## src/rtl/alu_flag_pkg.sv

```systemverilog
package alu_flag_pkg;

  // status byte layout
  localparam int STAT_W   = 8;
  localparam int CY_POS   = 0;
  localparam int AC_POS   = 4;
  localparam int ZF_POS   = 6;

  // flag mask layout
  localparam int MASK_W   = 3;
  localparam int MSK_CY   = 0;
  localparam int MSK_AC   = 1;
  localparam int MSK_ZF   = 2;

  localparam int OPC_W    = 3;

  typedef enum logic [OPC_W-1:0] {
    OP_ADD  = 3'd0,
    OP_ADDC = 3'd1,
    OP_SUB  = 3'd2,
    OP_SUBC = 3'd3,
    OP_CMP  = 3'd4,
    OP_AND  = 3'd5,
    OP_OR   = 3'd6,
    OP_XOR  = 3'd7
  } aluOp_t;

  typedef enum logic [1:0] {
    LOG_AND,
    LOG_OR,
    LOG_XOR,
    LOG_NONE
  } logicSel_t;

  // strobes from control to datapath
  typedef struct packed {
    logic      fire;
    logic      subtract;
    logic      addCarry;
    logic      isLogic;
    logicSel_t logicSel;
    logic      writeBack;
  } aluStrobe_t;

endpackage

```

## src/rtl/alu_flag_ctrl.sv

```systemverilog
module alu_flag_ctrl
  import alu_flag_pkg::*;
(
  input  logic             clk,
  input  logic             rstN,
  input  logic             opValid,
  input  logic [OPC_W-1:0] opCode,
  output aluStrobe_t       strb,
  output logic             resultWe
);

  aluOp_t opDec;

  assign opDec = aluOp_t'(opCode);

  always_comb begin
    strb           = '0;
    strb.logicSel  = LOG_NONE;
    strb.fire      = opValid;
    strb.writeBack = 1'b1;
    unique case (opDec)
      OP_ADD:  ;
      OP_ADDC: strb.addCarry = 1'b1;
      OP_SUB:  strb.subtract = 1'b1;
      OP_SUBC: begin
        strb.subtract = 1'b1;
        strb.addCarry = 1'b1;
      end
      OP_CMP: begin
        strb.subtract  = 1'b1;
        strb.writeBack = 1'b0;
      end
      OP_AND: begin
        strb.isLogic  = 1'b1;
        strb.logicSel = LOG_AND;
      end
      OP_OR: begin
        strb.isLogic  = 1'b1;
        strb.logicSel = LOG_OR;
      end
      OP_XOR: begin
        strb.isLogic  = 1'b1;
        strb.logicSel = LOG_XOR;
      end
      default: ;
    endcase
  end

  always_ff @(posedge clk) begin
    if (!rstN) begin
      resultWe <= 1'b0;
    end else begin
      resultWe <= opValid & strb.writeBack;
    end
  end

  AST_CMP_NO_WRITE: assert property (@(posedge clk) disable iff (!rstN)
    (opValid && opCode == OP_CMP) |=> !resultWe);

  AST_IDLE_NO_WRITE: assert property (@(posedge clk) disable iff (!rstN)
    !opValid |=> !resultWe);

  AST_OP_WRITES: assert property (@(posedge clk) disable iff (!rstN)
    (opValid && opCode != OP_CMP) |=> resultWe);

endmodule

```

## src/rtl/alu_flag_eval.sv

```systemverilog
module alu_flag_eval #(
  parameter int SIZE_W = 8
) (
  input  logic                   beforeTop,
  input  logic                   beforeMid,
  input  logic [SIZE_W/2-1:0]    beforeLow,
  input  logic [SIZE_W:0]        afterVal,
  output logic                   carryOut,
  output logic                   auxOut,
  output logic                   zeroOut
);

  localparam int HALF_W = SIZE_W / 2;

  always_comb begin
    carryOut = afterVal[SIZE_W] ^ beforeTop;
    auxOut   = (afterVal[HALF_W] ^ beforeMid) &&
               (afterVal[HALF_W-1:0] < beforeLow);
    zeroOut  = (afterVal[SIZE_W-1:0] == '0);
  end

endmodule

```

## src/rtl/alu_flag_dp.sv

```systemverilog
module alu_flag_dp
  import alu_flag_pkg::*;
#(
  parameter int WORD_W = 16
) (
  input  logic              clk,
  input  logic              rstN,
  input  aluStrobe_t        strb,
  input  logic              wordMode,
  input  logic [WORD_W-1:0] dstVal,
  input  logic [WORD_W-1:0] srcVal,
  input  logic [MASK_W-1:0] flagMask,
  output logic [WORD_W-1:0] result,
  output logic [STAT_W-1:0] statusByte
);

  localparam int BYTE_W = WORD_W / 2;
  localparam int EXT_W  = WORD_W + 1;
  localparam int N_SIZE = 2;

  logic              carryQ, auxQ, zeroQ;
  logic [WORD_W-1:0] resultQ;
  logic [EXT_W-1:0]  dstExt, srcExt, arithExt, logicExt, afterExt;
  logic [EXT_W-1:0]  carryTerm;
  logic [N_SIZE-1:0] cyV, acV, zfV;
  logic              cyNew, acNew, zfNew;
  logic [WORD_W-1:0] truncRes;

  // width selection of operands
  always_comb begin
    if (wordMode) begin
      dstExt = {1'b0, dstVal};
      srcExt = {1'b0, srcVal};
    end else begin
      dstExt = {{(EXT_W-BYTE_W){1'b0}}, dstVal[BYTE_W-1:0]};
      srcExt = {{(EXT_W-BYTE_W){1'b0}}, srcVal[BYTE_W-1:0]};
    end
  end

  assign carryTerm = {{(EXT_W-1){1'b0}}, strb.addCarry & carryQ};

  always_comb begin
    if (strb.subtract) arithExt = dstExt - srcExt - carryTerm;
    else               arithExt = dstExt + srcExt + carryTerm;
  end

  always_comb begin
    unique case (strb.logicSel)
      LOG_AND: logicExt = dstExt & srcExt;
      LOG_OR:  logicExt = dstExt | srcExt;
      LOG_XOR: logicExt = dstExt ^ srcExt;
      default: logicExt = '0;
    endcase
  end

  assign afterExt = strb.isLogic ? logicExt : arithExt;

  // one flag evaluator per operand size
  for (genvar g = 0; g < N_SIZE; g++) begin : g_size
    localparam int SW = (g == 0) ? BYTE_W : WORD_W;
    alu_flag_eval #(.SIZE_W(SW)) u_eval (
      .beforeTop (dstExt[SW]),
      .beforeMid (dstExt[SW/2]),
      .beforeLow (dstExt[SW/2-1:0]),
      .afterVal  (afterExt[SW:0]),
      .carryOut  (cyV[g]),
      .auxOut    (acV[g]),
      .zeroOut   (zfV[g])
    );
  end

  always_comb begin
    cyNew = wordMode ? cyV[1] : cyV[0];
    acNew = wordMode ? acV[1] : acV[0];
    zfNew = wordMode ? zfV[1] : zfV[0];
    if (wordMode) truncRes = afterExt[WORD_W-1:0];
    else          truncRes = {{(WORD_W-BYTE_W){1'b0}}, afterExt[BYTE_W-1:0]};
  end

  always_ff @(posedge clk) begin
    if (!rstN) begin
      carryQ  <= 1'b0;
      auxQ    <= 1'b0;
      zeroQ   <= 1'b0;
      resultQ <= '0;
    end else if (strb.fire) begin
      if (flagMask[MSK_CY]) carryQ <= cyNew;
      if (flagMask[MSK_AC]) auxQ   <= acNew;
      if (flagMask[MSK_ZF]) zeroQ  <= zfNew;
      if (strb.writeBack)   resultQ <= truncRes;
    end
  end

  always_comb begin
    statusByte         = '0;
    statusByte[CY_POS] = carryQ;
    statusByte[AC_POS] = auxQ;
    statusByte[ZF_POS] = zeroQ;
  end

  assign result = resultQ;

  AST_STATUS_HOLD_IDLE: assert property (@(posedge clk) disable iff (!rstN)
    !strb.fire |=> $stable(statusByte));

  AST_CARRY_MASKED: assert property (@(posedge clk) disable iff (!rstN)
    (strb.fire && !flagMask[MSK_CY]) |=> $stable(carryQ));

  AST_AUX_MASKED: assert property (@(posedge clk) disable iff (!rstN)
    (strb.fire && !flagMask[MSK_AC]) |=> $stable(auxQ));

  AST_ZERO_MASKED: assert property (@(posedge clk) disable iff (!rstN)
    (strb.fire && !flagMask[MSK_ZF]) |=> $stable(zeroQ));

  AST_RESULT_HOLD: assert property (@(posedge clk) disable iff (!rstN)
    !(strb.fire && strb.writeBack) |=> $stable(resultQ));

  AST_BYTE_UPPER_CLEAR: assert property (@(posedge clk) disable iff (!rstN)
    (strb.fire && strb.writeBack && !wordMode) |=> (resultQ[WORD_W-1:BYTE_W] == '0));

  AST_ZERO_MATCHES_RESULT: assert property (@(posedge clk) disable iff (!rstN)
    (strb.fire && strb.writeBack && flagMask[MSK_ZF]) |=> (zeroQ == (resultQ == '0)));

endmodule

```

## src/rtl/alu_flag_unit.sv

```systemverilog
module alu_flag_unit
  import alu_flag_pkg::*;
#(
  parameter int WORD_W = 16
) (
  input  logic              clk,
  input  logic              rstN,
  input  logic              opValid,
  input  logic [2:0]        opCode,
  input  logic              wordMode,
  input  logic [WORD_W-1:0] dstVal,
  input  logic [WORD_W-1:0] srcVal,
  input  logic [2:0]        flagMask,
  output logic [WORD_W-1:0] result,
  output logic              resultWe,
  output logic [7:0]        statusByte
);

  aluStrobe_t strb;

  alu_flag_ctrl u_ctrl (
    .clk      (clk),
    .rstN     (rstN),
    .opValid  (opValid),
    .opCode   (opCode),
    .strb     (strb),
    .resultWe (resultWe)
  );

  alu_flag_dp #(.WORD_W(WORD_W)) u_dp (
    .clk        (clk),
    .rstN       (rstN),
    .strb       (strb),
    .wordMode   (wordMode),
    .dstVal     (dstVal),
    .srcVal     (srcVal),
    .flagMask   (flagMask),
    .result     (result),
    .statusByte (statusByte)
  );

endmodule

```

## config.mk

```make
export PLATFORM = sky130hd
export DESIGN_NAME = alu_flag_unit
export DESIGN_NICKNAME = d
export VERILOG_FILES = /design/src/rtl/alu_flag_pkg.sv /design/src/rtl/alu_flag_ctrl.sv /design/src/rtl/alu_flag_eval.sv /design/src/rtl/alu_flag_dp.sv /design/src/rtl/alu_flag_unit.sv
export SDC_FILE = /design/constraint.sdc
export NUM_CORES = 1
export LEC_CHECK = 0
export ABC_AREA = 1
export ABC_CLOCK_PERIOD_IN_PS = 9700
export BUFFER_PORTS_ARGS = -buffer_cell sky130_fd_sc_hd__buf_2
export CAP_MARGIN = 20
export CORE_UTILIZATION = 40
export CTS_CLUSTER_DIAMETER = 150
export DETAILED_ROUTE_END_ITERATION = 12
export PLACE_DENSITY = 0.69
export SYNTH_ARGS = -nofsm -noshare
export SYNTH_HDL_FRONTEND = slang
export SYNTH_SLANG_ARGS = --single-unit
```

## constraint.sdc

```tcl
create_clock -name clk -period 9.7 [get_ports clk]
set_clock_uncertainty 0.1 [all_clocks]
set_input_delay 0.485 -clock clk [delete_from_list [all_inputs] [get_ports clk]]
set_output_delay 0.485 -clock clk [all_outputs]
set_load 0.01 [all_outputs]
```

== Word level (Yosys, flattened, before mapping) ==
Cells that the tools add are included.

* Logic and storage cells: 53
* Input port bits: 42
* Flip-flop bits (word level): 20

* Equality and inequality tests: 9
* Magnitude comparators: 2
* Reduce and logical (&&, ||, !) cells: 11
* Bitwise logic cells: 9
* Mux-type cells: 13
* $add $sub $neg: 4

{| class="wikitable"
|+ Operators by type and width
! operator !! count
|-
| case mux 17 bit (3 select lines) || 1
|-
| two-way mux 16 bit || 3
|-
| two-way mux 17 bit || 2
|-
| adder 16 x 16 -> 17 bit || 1
|-
| adder 17 x 1 -> 17 bit || 1
|-
| subtractor 16 x 16 -> 17 bit || 1
|-
| subtractor 17 x 1 -> 17 bit || 1
|-
| AND 16 bit || 1
|-
| zero test 16 bit || 1
|-
| OR 16 bit || 1
|-
| XOR 16 bit || 1
|-
| == test 3 bit (second input constant) || 4
|-
| case mux 3 bit (3 select lines) || 1
|-
| zero test 8 bit || 1
|-
| less-than comparator 8 bit || 1
|-
| AND reduction 2 bit || 4
|-
| == test 3 x 2 -> 1 bit (second input constant) || 2
|-
| two-way mux 1 bit || 6
|-
| less-than comparator 4 bit || 1
|-
| == test 3 x 1 -> 1 bit (second input constant) || 1
|-
| OR reduction 3 bit || 1
|-
| AND 1 bit || 2
|-
| == test 2 x 1 -> 1 bit (second input constant) || 1
|-
| == test 2 bit (second input constant) || 1
|-
| other kinds (6) || 8
|}

== Depth between registers and ports, before layout ==
Gate-level depths: netlist of run 1.

* Depth in word-level cells: 10
* Mapped depth: 24

== Cells and area by module ==
A second synthesis of run 1 with hierarchy kept.

* Cell total of the unflattened synthesis: 811
* Area total of the unflattened synthesis: 4564.4 um2

{| class="wikitable"
|+ Modules (own cells, without submodules)
! module !! cells each !! instances !! area an instance (um2)
|-
| alu_flag_dp || 718 || 1 || 4056.4
|-
| alu_flag_eval (u_dp.g_size[1].u_eval) || 47 || 1 || 262.8
|-
| alu_flag_eval (u_dp.g_size[0].u_eval) || 29 || 1 || 150.1
|-
| alu_flag_ctrl || 17 || 1 || 95.1
|}

== Worst setup path before layout of run 1 ==
OpenSTA, ideal clock, no wires.

* Kind: input port to flip-flop
* Start point: in opCode[2]
* End point: reg u_dp.auxQ
* Library setup time: 0.070 ns
* Stages on the path: 23
* Data arrival time: 3.212 ns
* Path slack: 6.318 ns
* Path buffers: 0
* Required time: 9.530 ns
* Cells stage by stage: nor3_1 -> inv_1 -> fa_1 -> inv_1 -> ha_1 -> inv_1 -> nand2_1 -> nand2_1 -> nand2_2 -> nand2_1 -> nand2_1 -> a21oi_1 -> o21ai_0 -> o21ai_0 -> nand2_1 -> nand2_1 -> inv_1 -> ha_1 -> a211oi_1 -> nand2_1 -> a31oi_1 -> nand3_1 -> a21oi_1

* Longest elaborated chain between the ends: 10

{| class="wikitable"
|+ RTL lines
! what !! RTL line !! RTL
|-
| start, declared || alu_flag_unit.sv:9 || <nowiki>input logic [2:0] opCode,</nowiki>
|-
| == test 3 x 1 -> 1 bit or == test 3 x 2 -> 1 bit (tied branches) || alu_flag_ctrl.sv:21 || <nowiki>unique case (opDec)</nowiki>
|-
| OR reduction 2 bit (no line) || n/a ||
|-
| two-way mux 1 bit || alu_flag_ctrl.sv:21 ||
|-
| AND 1 bit || alu_flag_dp.sv:40 || <nowiki>assign carryTerm = {{(EXT_W-1){1'b0}}, strb.addCarry & carryQ};</nowiki>
|-
| adder 17 x 1 -> 17 bit or subtractor 17 x 1 -> 17 bit (tied branches) || alu_flag_dp.sv:44, alu_flag_dp.sv:43 ||
|-
| two-way mux 17 bit || alu_flag_dp.sv:43 || <nowiki>if (strb.subtract) arithExt = dstExt - srcExt - carryTerm;</nowiki>
|-
| two-way mux 17 bit (*) || alu_flag_dp.sv:56 || <nowiki>assign afterExt = strb.isLogic ? logicExt : arithExt;</nowiki>
|-
| net u_dp.afterExt[7] || alu_flag_dp.sv:23 || <nowiki>logic [EXT_W-1:0] dstExt, srcExt, arithExt, logicExt, afterExt;</nowiki>
|-
| less-than comparator 8 bit (*) || alu_flag_eval.sv:18 || <nowiki>(afterVal[HALF_W-1:0] < beforeLow);</nowiki>
|-
| logical AND 1 bit (*) || alu_flag_eval.sv:17 || <nowiki>auxOut = (afterVal[HALF_W] ^ beforeMid) &&</nowiki>
|-
| two-way mux 1 bit (*) || alu_flag_dp.sv:74 || <nowiki>acNew = wordMode ? acV[1] : acV[0];</nowiki>
|-
| end signal, assigned || alu_flag_dp.sv:88 || <nowiki>if (flagMask[MSK_AC]) auxQ <= acNew;</nowiki>
|-
| end, declared || alu_flag_dp.sv:21 || <nowiki>logic carryQ, auxQ, zeroQ;</nowiki>
|}

Mark *: on every way through the listed nets, which the timed path passes. The rest lies on a longest branch.
A chain may end at the register's enable or synchronous reset.

== Worst setup path after layout of run 1 ==
* Start point: reg u_dp.carryQ
* End point: reg u_dp.auxQ

* Longest elaborated chain between the ends: 7

{| class="wikitable"
|+ RTL lines
! what !! RTL line !! RTL
|-
| start, declared || alu_flag_dp.sv:21 ||
|-
| start signal, assigned || alu_flag_dp.sv:87 || <nowiki>if (flagMask[MSK_CY]) carryQ <= cyNew;</nowiki>
|-
| AND 1 bit (*) || alu_flag_dp.sv:40 ||
|-
| adder 17 x 1 -> 17 bit or subtractor 17 x 1 -> 17 bit (tied branches) || alu_flag_dp.sv:44, alu_flag_dp.sv:43 ||
|-
| two-way mux 17 bit (*) || alu_flag_dp.sv:43 ||
|-
| two-way mux 17 bit (*) || alu_flag_dp.sv:56 ||
|-
| net u_dp.afterExt[7] || alu_flag_dp.sv:23 ||
|-
| less-than comparator 8 bit (*) || alu_flag_eval.sv:18 ||
|-
| logical AND 1 bit (*) || alu_flag_eval.sv:17 ||
|-
| two-way mux 1 bit (*) || alu_flag_dp.sv:74 ||
|}

Marked as above.

==> results.yml, run 1 <==
die:
  die_w_um: 106
  initial_utilization_pct: 41.4
  row_count: 37
  die_h_um: 106
  core_area_mm2: 0.0104
  dieArea_mm2: 0.0112
  num_io_pins: 67
logic_synthesis:
  synth_edf_count: 0
  seq_area_frac_synth_pct: 9.32
  synth-main-ff-cell: "dfxtp_1"
  post-synth-top-area-fraction_pct: 21.0
  yosysWarnings: 0
  synth_area_leaders: "nand2_1 (21%), ha_1 (20%), inv_1 (14%)"
  synth_commonest_cells: "nand2_1 (240), inv_1 (162), ha_1 (69)"
  synth_cells: 759
  ys_ff_latch: 20
  netlist_area_mm2: 0.00429
  synth.most_common_cell: "nand2_1"
  synth.avg_cell_area_um2: 5.66
  yosys.area.top_type: "nand2_1"
  ys_types: 37
  async_flop_share_pct: 0
sta:
  finalCritPeriodShare_pct: 38.0
  setup_viol: 0
  max_freq_mhz: 272
  rsz0062_at_grt: "false"
  fin_tns_setup_ps: 0
  min_period_ps: 3680
  maxSlewViolCount: 0
  finalHoldViolCount: 0
  slew_headroom_pct: 60.1
  worst_pin_slew_ps: 597
route:
  route.met3.wl_um: 579
  post_drt_wl_per_cell_um: 12.5
  drtIter0Drc: 350
  drc: 0
  routed.top_layer: "met4"
  drt-met1-wl_mm: 5.60
  met2WireLength_mm: 5.36
  drt.antenna.violating_nets: 0
  drt-total-wl_mm: 11.8
  firstDrtPassIters: 5
  num_vias: 4560
  via_per_inst: 4.83
critical_path:
  end_kind: "flip-flop"
  arrival_ps: 3770
  crit_cells: 24
  worstSetupStartpointType: "flip-flop"
  slowest_delay_ps: 550
  cp_num_buf_inv: 5
  worst-setup-path-type: "reg2reg"
  reg2reg_depth: 24
  crit_path_cell_trace: "inv_1 -> nor3_1 -> inv_1 -> fa_1 -> inv_1 -> ha_1 -> inv_1 -> nand2_1 -> nand2_1 -> nand2_2 -> nand2_1 -> nand2_1 -> a21oi_1 -> o21ai_0 -> o21ai_0 -> nand2_1 -> nand2_1 -> inv_1 -> ha_1 -> a211oi_1 -> nand2_1 -> a31oi_1 -> nand3_1 -> a21oi_1"
  cp_max_fo: 4
  slowest_stage: "fa_1"
  cp_common_cell: "nand2_1"
  critPathTopFamily: "adder cells"
  crit_required_ps: 9790
clock_network:
  clk_pin_slew_worst_paths_ps: 70
  cts-hold-fix-buffers: 0
  cts-root-buf: "clkbuf_8"
  post_cts_buffers: 0
  h-tree-depth: 1
  cts_buffer_depth: 2
  cts_tree: "done"
  post_cts_resized: 0
  numCtsBuffers: 3
  clkSinkCount: 20
  clk-insertion-delay-late_ps: 250
grt:
  grt_start_max_net_pins: 24
  grt_pass1_vias: 4333
  track_usage_pct: 22.2
  gr-total-overflow: 0
  grt_pass1_wl_mm: 20.1
  antenna_found_initial: 0
power_and_ir_drop:
  p_switching_mw: 0.205
  power_density_mw_per_mm2: 88.7
  switching_share_pct: 49.2
  leakage_nw: 2.93
  clkPwrFrac_pct: 12.9
  vdd_drop_max_uv: 52.1
  p_int_mw: 0.211
  seqPwrFrac_pct: 21.7
  comb_power_share_pct: 65.4
finish:
  drive_above_1_share_pct: 10.6
  fin_util_pct: 45.3
  nets: 925
  area_growth_pct: 9.32
  diodes: 0
min_path:
  hold_depth: 2
  min_path_type: "reg2reg"
outcome:
  status: "completed"
placed_design:
  place_congestion: 0.886
  dp_hpwl_mm: 9.91
  portBuffers: 61
job:
  drv_cap: 0
worst reg2reg max path, cell delays in order, from the launching register on:
cell and delay [ps]:
dfxtp_1 320, inv_1 90, nor3_1 270, inv_1 90
fa_1 550, inv_1 60, ha_1 180, inv_1 50
nand2_1 70, nand2_1 70, nand2_2 80, nand2_1 60
nand2_1 70, a21oi_1 110, o21ai_0 130, o21ai_0 100
nand2_1 70, nand2_1 100, inv_1 50, ha_1 310
a211oi_1 250, nand2_1 80, a31oi_1 150, nand3_1 90
a21oi_1 120
flip-flops by register name, summed over array words and instances, names as in the netlist:
name,cells
u_dp.zeroQ,1
u_dp.carryQ,1
u_dp.result,16
u_ctrl.resultWe,1
u_dp.auxQ,1
power by group through the flow:
stage	sequential, mW	combinational (mW)	clock, mW
after global routing	0.0911	0.316	0.0600
final	0.0904	0.272	0.0538
after global placement	0.0922	0.267	0
after floorplan	0.0949	0.201	0
after detailed placement	0.0923	0.270	0
after CTS	0.0904	0.271	0.0552
metrics by stage:
stage / setup WS, ps / cell area, um2 / hold WS [ps] / instances / power [mW]
2_1_floorplan: 6320 / 4310 / 356 / 763 / 0.296
3_3_place_gp: 5900 / 4650 / 355 / 941 / 0.359
3_5_place_dp: 5830 / 4650 / 356 / 941 / 0.362
4_1_cts: 6040 / 4690 / 367 / 944 / 0.417
5_1_grt: 5590 / 4690 / 386 / 944 / 0.467
6_report: 6020 / 4690 / 363 / 944 / 0.416
worst paths after layout:
check             startpoint               to  slack (ps)
min          u_dp.result[13]  u_dp.result[13]         360
max reg2reg      u_dp.carryQ        u_dp.auxQ        6020
min reg2reg  u_dp.result[13]  u_dp.result[13]         360
max              u_dp.carryQ        u_dp.auxQ        6020
cell usage in the layout (no fill, tap or decap):
master      n
buf_2      61
a21oi_1    47
nor2_4      1
ha_1       69
nand3_2     2
inv_2       5
o21ai_0    18
fa_1        4
a21o_1      2
dfxtp_1    20
o221ai_1    2
nand4_1     6
o211ai_1    2
o211ai_2    1
o21ai_2     1
inv_1     162
nor3_1      4
clkbuf_8    3
a31oi_1     2
a211oi_1    1
nand2_1   240
o22ai_1    12
nor2_1     41
and2_1      4
nand2_2     6
buf_4       2
nor3_2      1
conb_1      5
nand3b_1    2
xor2_1      7
xnor2_1     1
a221oi_1    1
nor2_2      1
a21oi_2     2
nand3_1    64
o21ai_1     6
cell type report:
| type | instances | area (um2) |
|---|---|---|
| tap | 136 | 170 |
| clock buffer | 3 | 41.3 |
| sequential | 20 | 400 |
| inverter | 167 | 627 |
| timing repair buffer | 63 | 320 |
| multi-input combinational | 555 | 3140 |
| fill | 1213 | 5680 |
layer usage:
metal | track usage [%] | vias to the layer above
li1 | - | 2440
met2 | 39.1 | 125
met5 | 0 | -
met3 | 2.29 | 18
met1 | 29.2 | 1977
met4 | 5.16 | 0
cell families after synthesis:
kind of cell | after synthesis | share of synthesized area, %
AO/OA/AOI/OAI | 97 | 12.7
adder cells (fa/ha/maj) | 73 | 22.0
XOR/XNOR | 8 | 1.63
buffers and inverters | 188 | 18.0
other | 1 | 0.0873
flip-flops | 20 | 9.32
AND/OR/NAND/NOR | 372 | 36.3
(Power assumes the default switching activity.)
==> inputs of run 2 (changes only) <==
- ABC_AREA: 1 -> 0
- ABC_CLOCK_PERIOD_IN_PS: 9700 -> 3820
- clock period: 9.7 -> 3.82 ns (I/O delays scaled with it)
==> results.yml, run 2 <==
power_and_ir_drop:
  clkPwrFrac_pct: 14.9
  total_power_mw: 1.06
  leakage_nw: 2.25
  comb_power_share_pct: 63.2
  p_int_mw: 0.592
  seqPwrFrac_pct: 21.8
  switching_share_pct: 44.4
  power_density_mw_per_mm2: 236
  p_switching_mw: 0.472
  vdd_drop_max_uv: 184
sta:
  maxSlewViolCount: 0
  finalHoldViolCount: 0
  setup_viol: 0
  worst_slack_ps: 430
  min_period_ps: 3390
  slew_headroom_pct: 54.4
  max_freq_mhz: 295
  worst_pin_slew_ps: 683
  fin_tns_setup_ps: 0
  rsz0062_at_grt: "false"
  hold_ws_ps: 192
  finalCritPeriodShare_pct: 88.8
finish:
  drive_above_1_share_pct: 15.1
  nets: 700
  nFillCells: 1021
  multiInputGateArea_mm2: 0.00329
  stdcell_area_mm2: 0.00451
  final_common_cell: "ha_1"
  largest_reg_flops: 16
  area_growth_pct: 10.5
  regArea_um2: 400
  mostFrequentLayoutCells: "ha_1 (69), buf_2 (61), inv_1 (59)"
  fin_util_pct: 45.9
  diodes: 0
  fin_cells: 717
route:
  drc: 0
  num_vias: 4151
  post_drt_wl_per_cell_um: 15.6
  via_per_inst: 5.79
  firstDrtPassIters: 5
  drt-total-wl_mm: 11.2
  drtIter0Drc: 350
  drt.antenna.violating_nets: 0
critical_path:
  arrival_ps: 3470
  cp_max_fo: 5
  end_kind: "flip-flop"
  worstSetupStartpointType: "flip-flop"
  reg2reg_depth: 11
  crit_required_ps: 3900
  worst-setup-path-type: "reg2reg"
grt:
  antenna_found_initial: 0
  grt_start_max_net_pins: 26
  track_usage_pct: 21.1
  grt_pass1_wl_mm: 17.9
  grt_pass1_vias: 3730
  gr-total-overflow: 0
placed_design:
  portBuffers: 61
  place_congestion: 0.947
  dpl_cell_area_mm2: 0.00446
  post-place-cells: 713
  dp_hpwl_mm: 9.03
  pre_cts_ws_ps: 388
clock_network:
  cts-root-buf: "clkbuf_8"
  numCtsBuffers: 3
  clkSinkCount: 20
  cts-hold-fix-buffers: 0
  h-tree-depth: 1
  post_cts_buffers: 0
  clk-insertion-delay-late_ps: 250
  post_cts_resized: 0
  clk_pin_slew_worst_paths_ps: 80
  cts_tree: "done"
  cts_buffer_depth: 2
logic_synthesis:
  ys_types: 69
  synth.most_common_cell: "ha_1"
  netlist_area_mm2: 0.00408
  post-synth-top-area-fraction_pct: 21.2
  ys_ff_latch: 20
  synth_cells: 541
  synth_area_leaders: "ha_1 (21%), dfxtp_1 (9.8%), inv_1 (5.4%)"
  seq_area_frac_synth_pct: 9.81
  yosys.area.top_type: "ha_1"
  synth.avg_cell_area_um2: 7.54
  synth_edf_count: 0
  synth_commonest_cells: "ha_1 (69), inv_1 (59), nand2_1 (48)"
  async_flop_share_pct: 0
  yosysWarnings: 0
  synth-main-ff-cell: "dfxtp_1"
die:
  die_h_um: 103
  row_count: 36
  die_w_um: 103
  core_area_mm2: 0.00982
  dieArea_mm2: 0.0106
  num_io_pins: 67
  initial_utilization_pct: 41.6
min_path:
  hold_depth: 2
  min_path_type: "in2reg"
outcome:
  status: "completed"
job:
  drv_cap: 0
## run 2: critical path, stage by stage, from the launching register on
cell	delay (ps)
dfxtp_1	360
nand3_1	110
fa_1	550
ha_1	190
o21ai_0	140
a211oi_2	350
a211oi_1	180
o31a_1	330
or4_1	480
a31oi_1	190
a211oi_1	90
o31ai_2	240
## run 2: per-layer routing
layer  part of all wire [%]  wire length (um)  GRT usage [%]
met5                      0                 0              0
met2                     44              4910           34.9
met3                    6.3               701           1.08
met1                     47              5280           29.4
met4                    2.4               271           6.39
## run 2: final timing paths
check | start | end | slack (ps)
setup / recovery | u_dp.carryQ | u_dp.zeroQ | 430
hold / removal | opValid | u_ctrl.resultWe | 190
setup reg to reg | u_dp.carryQ | u_dp.zeroQ | 430
hold reg to reg | u_dp.result[9] | u_dp.result[9] | 360
## run 2: cell families after synthesis
| kind of cell | count (synthesis) | synth area share (%) |
|---|---|---|
| AND/OR/NAND/NOR | 165 | 20.7 |
| multiplexers | 18 | 4.75 |
| adder cells (fa/ha/maj) | 73 | 23.1 |
| buffers and inverters | 94 | 9.84 |
| AO/OA/AOI/OAI | 152 | 27.8 |
| flip-flops | 20 | 9.81 |
| other | 1 | 0.0919 |
| XOR/XNOR | 18 | 3.86 |
## run 2: layout make-up
cell class              instances  area share, %
repair buffers                 70           8.27
flip-flops and latches         20           8.88
clock buffers                   4           1.22
inverters                      59           4.91
multi-input cells             431           73.0
well taps                     133           3.69
## run 2: power groups by stage
stage | sequential, mW | clock, mW | combinational [mW]
final | 0.233 | 0.159 | 0.673
after global routing | 0.235 | 0.171 | 0.746
after CTS | 0.233 | 0.160 | 0.664
after detailed placement | 0.238 | 0 | 0.661
after global placement | 0.236 | 0 | 0.645
after floorplan | 0.243 | 0 | 0.487
==> inputs of run 3 (changes only) <==
--- a/config.mk
+++ b/config.mk
@@ -14,4 +14,5 @@
 export DETAILED_ROUTE_END_ITERATION = 12
 export PLACE_DENSITY = 0.69
+export REMOVE_ABC_BUFFERS = 1
 export SYNTH_ARGS = -nofsm -noshare
 export SYNTH_HDL_FRONTEND = slang
==> constraint.sdc (replaced) <==
create_clock -name clk -period 3.82 [get_ports clk]
set_clock_uncertainty 0.1 [all_clocks]
set_input_delay 0.382 -clock clk [delete_from_list [all_inputs] [get_ports clk]]
set_output_delay 0.382 -clock clk [all_outputs]
set_load 0.01 [all_outputs]
==> results.yml, run 3 (synthesis results as in run 2) <==
critical_path:
  reg2reg_depth: 12
  slowest_delay_ps: 570
  reg2reg_slack_ps: 350
  crit_path_cell_trace: "nand3_1 -> fa_1 -> inv_1 -> ha_1 -> o21ai_0 -> a211oi_2 -> xor2_1 -> a221o_1 -> ha_1 -> o2111ai_1 -> a41o_1 -> a32o_1"
  crit_required_ps: 3880
  worstSetupStartpointType: "flip-flop"
  worst-setup-path-type: "reg2reg"
  r2r_end: "u_dp.auxQ"
  cp_num_buf_inv: 1
  cp_common_cell: "ha_1"
  critPathTopFamily: "compound AO/OA/AOI/OAI gates"
  slowest_stage: "fa_1"
  r2r-start: "u_dp.carryQ"
  end_kind: "flip-flop"
  cp_max_fo: 4
  arrival_ps: 3530
route:
  drtIter0Drc: 283
  drt-total-wl_mm: 11.6
  drc: 0
  firstDrtPassIters: 5
  drt.antenna.violating_nets: 0
  via_per_inst: 5.78
  num_vias: 4196
  post_drt_wl_per_cell_um: 16.0
finish:
  nFillCells: 1021
  nets: 709
  largest_reg_flops: 16
  regArea_um2: 400
  area_growth_pct: 12.2
  mostFrequentLayoutCells: "ha_1 (69), buf_2 (61), inv_1 (59)"
  multiInputGateArea_mm2: 0.00329
  final_common_cell: "ha_1"
  drive_above_1_share_pct: 16.4
  stdcell_area_mm2: 0.00458
  diodes: 0
sta:
  finalCritPeriodShare_pct: 90.9
  worst_pin_slew_ps: 577
  finalHoldViolCount: 0
  min_period_ps: 3470
  setup_viol: 0
  slew_headroom_pct: 61.5
  max_freq_mhz: 288
  rsz0062_at_grt: "false"
  hold_ws_ps: 335
  maxSlewViolCount: 0
  fin_tns_setup_ps: 0
placed_design:
  place_congestion: 0.920
  portBuffers: 61
  dp_hpwl_mm: 9.49
  dpl_cell_area_mm2: 0.00452
clock_network:
  numCtsBuffers: 3
  h-tree-depth: 1
  post_cts_buffers: 0
  cts-root-buf: "clkbuf_8"
  cts-hold-fix-buffers: 0
  clk_pin_slew_worst_paths_ps: 70
  cts_tree: "done"
  post_cts_resized: 0
  cts_buffer_depth: 2
  clkSinkCount: 20
  clk-insertion-delay-late_ps: 250
power_and_ir_drop:
  leakage_nw: 2.29
  vdd_drop_max_uv: 120
  power_density_mw_per_mm2: 237
min_path:
  min-delay-start: "flagMask[0]"
  hold_depth: 3
  min_path_type: "in2reg"
  hold_end: "u_dp.carryQ"
grt:
  gr-total-overflow: 0
  grt_start_max_net_pins: 24
  track_usage_pct: 22.3
  antenna_found_initial: 0
  grt_pass1_wl_mm: 19.0
  grt_pass1_vias: 3960
die:
  num_io_pins: 67
  die_w_um: 103
  die_h_um: 103
  core_area_mm2: 0.00982
  dieArea_mm2: 0.0106
  row_count: 36
  initial_utilization_pct: 41.6
outcome:
  status: "completed"
job:
  drv_cap: 0
-- run 3: cell count changes in the layout (fill, tap and decap cells not counted), sizes merged --
cell	before	now
buf	70	79
-- run 3: area by class of cell --
type                       count  share of cell area [%]
multi-input combinational    431                    72.0
timing repair buffer          79                    9.62
sequential                    20                    8.75
inverter                      59                    4.84
tap                          133                    3.63
clock buffer                   4                    1.20
-- run 3: worst reg2reg max path, stage by stage (launching register included) --
cell and delay, ps:
dfxtp_1 370, nand3_1 130, fa_1 570, inv_1 60, ha_1 190, o21ai_0 270, a211oi_2 170, xor2_1 170
a221o_1 400, ha_1 350, o2111ai_1 140, a41o_1 240, a32o_1 210
-- run 3: how the worst max path moves through the flow --
stage	from	end	slack (ps)	cells past startpoint
after global routing	u_dp.carryQ	u_dp.result[15]	130	12
after floorplan	opCode[2]	u_dp.result[15]	420	12
after detailed placement	opCode[2]	u_dp.auxQ	140	14
final	u_dp.carryQ	u_dp.auxQ	350	12
after CTS	u_dp.carryQ	u_dp.auxQ	340	12
after global placement	opCode[2]	u_dp.result[15]	240	13
-- run 3: routing by layer --
layer | vias to the layer above | share of wire, % | GRT usage (%)
met5 | - | 0 | 0
met4 | 0 | 2.5 | 7.26
met3 | 27 | 5.1 | 1.29
met2 | 169 | 45 | 37.6
met1 | 1948 | 47 | 30.4
li1 | 2052 | - | -
-- run 3: where the power goes --
group / internal [mW] / total, mW / switching (mW)
combinational: 0.288 / 0.691 / 0.402
clock: 0.0917 / 0.160 / 0.0681
sequential: 0.224 / 0.233 / 0.00869
-- run 3: through the flow --
stage	util, %	setup WS, ps	std cells	total power, mW
global route	46.6	131	726	1.17
global placement	46.1	237	722	0.898
CTS	46.6	340	726	1.07
detailed placement	46.1	137	722	0.915
finish	46.6	348	726	1.08
floorplan	-	418	510	0.705
